[src/rtl/uart_frame_tx.sv]
module uart_frame_tx #(
  parameter int DATA_W = 8
) (
  input  logic              clk,
  input  logic              rst_n,
  input  logic              tick,
  input  logic              start,
  input  logic [DATA_W-1:0] din,
  output logic              txd,
  output logic              done
);

  localparam int FRAME_W = DATA_W + 3;
  localparam int CNT_W   = $clog2(FRAME_W + 1);

  typedef enum logic [1:0] {S_IDLE, S_ARM, S_SEND} state_t;

  state_t               state;
  logic [FRAME_W-1:0]   frame_q;
  logic [CNT_W-1:0]     bit_cnt;
  logic                 txd_q;
  logic                 done_q;

  // control outputs of the FSM
  logic load, shift, finish;
  // status flag from the datapath
  logic last_bit;

  assign last_bit = (bit_cnt == CNT_W'(FRAME_W));

  always_comb begin
    load   = 1'b0;
    shift  = 1'b0;
    finish = 1'b0;
    case (state)
      S_IDLE: load = start;
      S_ARM:  shift = tick;
      S_SEND: begin
        finish = tick & last_bit;
        shift  = tick & ~last_bit;
      end
      default: ;
    endcase
  end

  always_ff @(posedge clk or negedge rst_n) begin
    if (!rst_n) state <= S_IDLE;
    else begin
      case (state)
        S_IDLE:  if (load) state <= S_ARM;
        S_ARM:   if (shift) state <= S_SEND;
        S_SEND:  if (finish) state <= S_IDLE;
        default: state <= S_IDLE;
      endcase
    end
  end

  // datapath: frame register, parity, bit counter, line register
  always_ff @(posedge clk or negedge rst_n) begin
    if (!rst_n) begin
      frame_q <= '1;
      bit_cnt <= '0;
      txd_q   <= 1'b1;
      done_q  <= 1'b0;
    end else begin
      if (load) begin
        frame_q <= {1'b1, ^din, din, 1'b0};
        bit_cnt <= '0;
        done_q  <= 1'b0;
      end else if (shift) begin
        txd_q   <= frame_q[0];
        frame_q <= {1'b1, frame_q[FRAME_W-1:1]};
        bit_cnt <= bit_cnt + 1'b1;
      end else if (finish) begin
        txd_q   <= 1'b1;
        done_q  <= 1'b1;
      end
    end
  end

  assign txd  = txd_q;
  assign done = done_q;

  p_line_moves_on_tick_r6: assert property (@(posedge clk) disable iff (!rst_n)
    !$stable(txd) |-> $past(tick));

  p_done_holds_r7: assert property (@(posedge clk) disable iff (!rst_n)
    (done && !start) |=> done);

  p_start_arms_r2: assert property (@(posedge clk) disable iff (!rst_n)
    (state == S_IDLE && start) |=> (state == S_ARM && !done && txd));

  p_busy_ignores_start_r9: assert property (@(posedge clk) disable iff (!rst_n)
    (state == S_ARM && start && !tick) |=> (state == S_ARM));

  p_idle_line_high_r5: assert property (@(posedge clk) disable iff (!rst_n)
    (state == S_IDLE) |-> txd);

  p_count_bounded_r3: assert property (@(posedge clk) disable iff (!rst_n)
    bit_cnt <= CNT_W'(FRAME_W));

endmodule

[config.mk]
export PLATFORM = sky130hd
export DESIGN_NAME = uart_frame_tx
export DESIGN_NICKNAME = d
export VERILOG_FILES = /design/src/rtl/uart_frame_tx.sv
export SDC_FILE = /design/constraint.sdc
export NUM_CORES = 1
export LEC_CHECK = 0
export BUFFER_PORTS_ARGS = -buffer_cell sky130_fd_sc_hd__buf_2
export CAP_MARGIN = 20
export CORE_MARGIN = 4
export CORE_UTILIZATION = 35
export CTS_CLUSTER_SIZE = 14
export DETAILED_ROUTE_END_ITERATION = 7
export GPL_TIMING_DRIVEN = 0
export HOLD_SLACK_MARGIN = 0.03
export PLACE_DENSITY = 0.53
export SETUP_SLACK_MARGIN = 0.3
export SLEW_MARGIN = 25
export SYNTH_ARGS = -nofsm -noshare
export SYNTH_HDL_FRONTEND = slang
export SYNTH_SLANG_ARGS = --single-unit
[constraint.sdc]
create_clock -name clk -period 3.8 [get_ports clk]
set_input_delay 0.76 -clock clk [delete_from_list [all_inputs] [get_ports clk]]
set_output_delay 0.76 -clock clk [all_outputs]
set_load 0.02 [all_outputs]
Yosys cells after proc, flatten, opt, wreduce, memory -nomap -nowiden

Cells that the tools add are included.

Input bits: 12
Flip-flop bits (word level): 19
Word-level logic and storage cells: 40
Output and inout port bits: 2

Equal/unequal tests: 7
Add/sub/neg operators: 1
Reduce and logical (&&, ||, !) cells: 8
Mux-type cells: 15
Bitwise logic cells: 4

Operators by type and width:

| kind                                                 | count |
|---|---|
| two-way mux 11 bit                                   | 2 |
| two-way mux 4 bit                                    | 2 |
| != test 2 bit (second input constant)                | 4 |
| XOR reduction 8 bit                                  | 1 |
| two-way mux 1 bit                                    | 6 |
| two-way mux 2 bit                                    | 3 |
| one-hot mux 2 bit (3 select lines)                   | 1 |
| nonzero test 2 bit                                   | 3 |
| adder 4 x 1 -> 4 bit (second input constant)         | 1 |
| equality test 4 bit (second input constant)          | 1 |
| AND reduction 2 bit                                  | 2 |
| AND reduction 3 bit                                  | 1 |
| bitwise AND 1 bit                                    | 2 |
| equality test 2 x 1 -> 1 bit (second input constant) | 1 |
| equality test 2 bit (second input constant)          | 1 |
| zero test 2 bit                                      | 1 |
| NOT 1 bit                                            | 2 |
| one-hot mux 1 bit (2 select lines)                   | 1 |

Depth between registers and ports, before layout

Depth in word-level cells: 6
Mapped depth: 7
Mapped depth without buffers: 6

Worst setup path after synthesis

No wires, ideal clock.

Kind: input port to flip-flop
Start point: in tick
End point: reg state[0]
Path slack: 2.020 ns
Stages: 4
Data arrival time: 1.655 ns
Setup time: 0.125 ns
Buffers on the path: 0
Cells stage by stage: inv_1 or2_1 a222oi_1 mux2_2

Word-level cells in the longest chain between the ends: 4

Ends and longest elaborated chain:

| what                                                                           | line   | RTL |
|---|---|---|
| start: declaration                                                             | 6      | `input logic tick,` |
| bitwise AND 1 bit, on equally long branches                                    | 40, 39 |  |
| one-hot mux 1 bit (2 select lines) / two-way mux 1 bit (equally long branches) | 35     | `case (state)` |
| != test 2 bit (no source line)                                                 | --     |  |
| AND reduction 3 bit (no source line) *                                         | --     |  |
| end signal: assignment                                                         | 47     | `if (!rst_n) state <= S_IDLE;` |
| end signal: assignment                                                         | 50     | `S_IDLE: if (load) state <= S_ARM;` |
| end signal: assignment                                                         | 51     | `S_ARM: if (shift) state <= S_SEND;` |
| end: declaration                                                               | 18     | `state_t state;` |

Every way passes the cells marked *; elsewhere a longest branch is shown, timed or not.
A chain may end at the register's enable or synchronous reset.

Worst setup path after layout

Start point: reg state[0]
End point: reg txd_q, in the netlist txd

Word-level cells in the longest chain between the ends: 4

Ends and longest elaborated chain:

| what                                                                           | line | RTL |
|---|---|---|
| equality test 2 bit, or another cell as far along                              | 35   |  |
| one-hot mux 1 bit (2 select lines) / two-way mux 1 bit (equally long branches) | 35   |  |
| nonzero test 2 bit (no source line) / NOT 1 bit (equally long branches)        | --   |  |
| AND reduction 2 bit (no source line)                                           | --   |  |
| end signal: assignment                                                         | 71   | `txd_q <= frame_q[0];` |
| end: declaration                                                               | 21   | `logic txd_q;` |

Parallel ways exist; a longest one is shown, timed or not.

==> metrics.yaml <==
p_total_mw: 0.903
ys_top_cells_by_count: "15 x a21oi_1, 11 x dfstp_2, 11 x nor2_1, 11 x o21ai_0, 9 x a31oi_1"
r2r-end: "txd$_DFFE_PN1P_"
synth.most_common_cell: "a21oi_1"
ant_nets: 0
antenna_found_initial: 0
globalRouteTotalUtil_pct: 13.0
ir_drop_mv: 0.291
die_h_um: 63.1
syn2layout_area_growth_pct: 13.2
layout_setup_ws_ps: 1860
whs_ps: 388
setup_tns_ps: 0
htreeDepth: 1
yosysTopAreaCellShare_pct: 27.2
stdcell_count: 162
cts-root-buf: "clkbuf_4"
critPathKind: "flop to flop"
hold_buffers: 0
p_comb_share_pct: 48.2
reg2reg_setup_slack_ps: 1860
slew_headroom_pct: 66.7
leakagePower_nw: 0.542
cts_made_buffers: 3
path_clk_slew_ps: 100
arrival_ps: 2140
ys_types: 28
worstPathRequired_ps: 4000
tightest_slew_ps: 500
drt_wl_total_mm: 2.28
power.net_switching_mw: 0.374
switching_share_pct: 41.4
slowest_stage: "dfrtp_1"
p_clk_share_pct: 12.7
outcome: "complete, no violations"
rsz0062_at_grt: "no"
drv_cap: 0
drive_gt1_share_pct: 27.5
netlist_instances: 114
r2r_start: "state[0]$_DFFE_PN0P_"
wl_per_cell_um: 14.1
grt.overflow.total: 0
antenna_cells: 0
dp_hpwl_mm: 1.72
fmax_ghz: 0.514
cp_top_family: "buffers and inverters"
remaining_drc_errors: 0
grt_max_degree: 19
gp_congestion: 0.816
post_cts_buffers: 0
period_needed_ps: 1940
path_buf_inv: 3
via_per_inst: 5.45
grt_pass1_wl_mm: 4.17
drv_slew: 0
synth_top_area_cell: "dfstp_2"
synth_edf_count: 0
ys_warn_count: 0
worstPathMaxFanout: 10
p_int_mw: 0.529
ys_top_cells_by_area: "dfstp_2 27%, dfrtp_1 16%, a21oi_1 7.1%, ha_1 7.1%, xnor2_1 5.8%"
worstSkewPairLatency_ps: 280
drt_iter0_drc: 33
ys_seq_area_share_pct: 43.7
period_share_pct: 51.2
synthFlopType: "dfstp_2"
ios: 14
die-area_sq_um: 3980
grt_pass1_vias: 915
pre_cts_ws_ps: 1790
rows: 19
synth.avg_cell_area_sq_um: 9.32
clockBufferDepth: 2
start_util_pct: 37.5
start_kind: "flop"
cp_cell_sequence: "inv_1, ha_1, and2_1, buf_2, clkbuf_1, nand2_1, a211oi_1"
hold_viol: 0
vias: 883
power_frac_seq_pct: 39.2
dp.cells: 158
ys_ff_latch: 18
post_cts_resized: 0
async_flop_share_pct: 100
syn-num-nets: 132
cts.sinks: 18
syn_area_sq_um: 1060
power_density_nw_per_um2: 751
finalSetupViolCount: 0
die-width_um: 63.1
endpoint_kind: "flop"
core_sq_um: 2830
min_path_type: "primary input to async pin"
worst_path_largest_cell_delay_ps: 410
firstDrtPassIters: 4
nets: 150
fin_worst_skew_ps: 2.16
io_buffer_count: 13
rr_worst_depth: 7
cts_tree: "done"
-- layout make-up --
type	count	area [sq um]
repair buffers	13	65.1
fillers	278	1630
flip-flops and latches	18	464
inverters	4	15.0
clock buffers	4	36.3
multi-input cells	84	551
well taps	31	38.8
plain buffers	8	32.5
-- metal layers --
layer | global-route usage, % | part of all wire [%] | vias to the layer above | wire length, um
met5 | 0 | 0 | - | 0
met4 | 2.48 | 0.61 | 0 | 14
met3 | 4.09 | 3.5 | 2 | 80
met2 | 20.4 | 48 | 14 | 1090
met1 | 17.5 | 48 | 422 | 1090
li1 | - | - | 445 | -
-- metrics by stage --
stage               util, %  cell area [sq um]
floorplan                 -               1060
global placement       41.2               1170
detailed placement     41.2               1170
CTS                    42.5               1200
global route           42.5               1200
finish                 42.5               1200
-- state kept, by name, summed over array words and instances, names as in the netlist --
signal	flops
bit_cnt	4
done	1
state	2
frame_q	10
txd	1
-- how the worst max path moves through the flow --
stage / endpoint / slack [ps] / cells after the start / startpoint
floorplan: state[0]$_DFFE_PN0P_ / 2020 / 4 / tick
global placement: txd$_DFFE_PN1P_ / 1800 / 6 / tick
detailed placement: state[1]$_DFFE_PN0P_ / 1790 / 5 / tick
CTS: txd$_DFFE_PN1P_ / 1870 / 7 / state[0]$_DFFE_PN0P_
global route: frame_q[0]$_DFFE_PN1P_ / 1650 / 6 / bit_cnt[0]$_DFFE_PN0P_
finish: txd$_DFFE_PN1P_ / 1860 / 7 / state[0]$_DFFE_PN0P_
-- cell usage in the layout (no fill, tap or decap) --
cell type / synthesis / layout
a211oi_1: 1 / 1
a21o_2: 1 / 1
a21oi_1: 15 / 15
a222oi_1: 1 / 1
a22oi_1: 1 / 1
a31oi_1: 9 / 9
a41o_2: 1 / 1
and2_1: 2 / 2
and4b_2: 1 / 1
buf_2: 2 / 15
clkbuf_1: 6 / 6
clkbuf_4: 0 / 3
clkbuf_8: 0 / 1
dfrtp_1: 7 / 7
dfstp_2: 11 / 11
ha_1: 6 / 6
inv_1: 4 / 4
mux2_2: 2 / 2
nand2_1: 5 / 5
nand3_1: 3 / 3
nand3b_4: 1 / 1
nor2_1: 11 / 11
nor4_1: 1 / 1
o21a_1: 1 / 1
o21ai_0: 11 / 11
o31ai_1: 1 / 1
or2_1: 1 / 1
or3_1: 1 / 1
or4_1: 1 / 1
xnor2_1: 7 / 7
-- cell families after synthesis --
kind of cell | Yosys count | synth area share, %
flip-flops | 18 | 43.7
adder cells (fa/ha/maj) | 6 | 7.07
AO/OA/AOI/OAI | 42 | 23.2
XOR/XNOR | 7 | 5.77
multiplexers | 2 | 2.12
buffers and inverters | 12 | 4.48
AND/OR/NAND/NOR | 27 | 13.7
-- worst reg2reg max path: stages, from the launching register on --
cell and delay [ps]:
dfrtp_1 410, inv_1 100, ha_1 310, and2_1 120, buf_2 140, clkbuf_1 390, nand2_1 150, a211oi_1 250
-- power by group through the flow --
stage / Clock [mW] / Sequential (mW) / Combinational (mW)
4_1_cts: 0.121 / 0.353 / 0.436
3_3_place_gp: 0 / 0.354 / 0.427
2_1_floorplan: 0 / 0.348 / 0.325
6_report: 0.114 / 0.354 / 0.435
3_5_place_dp: 0 / 0.358 / 0.432
5_1_grt: 0.132 / 0.366 / 0.506
Power figures use the tool's default switching activity.
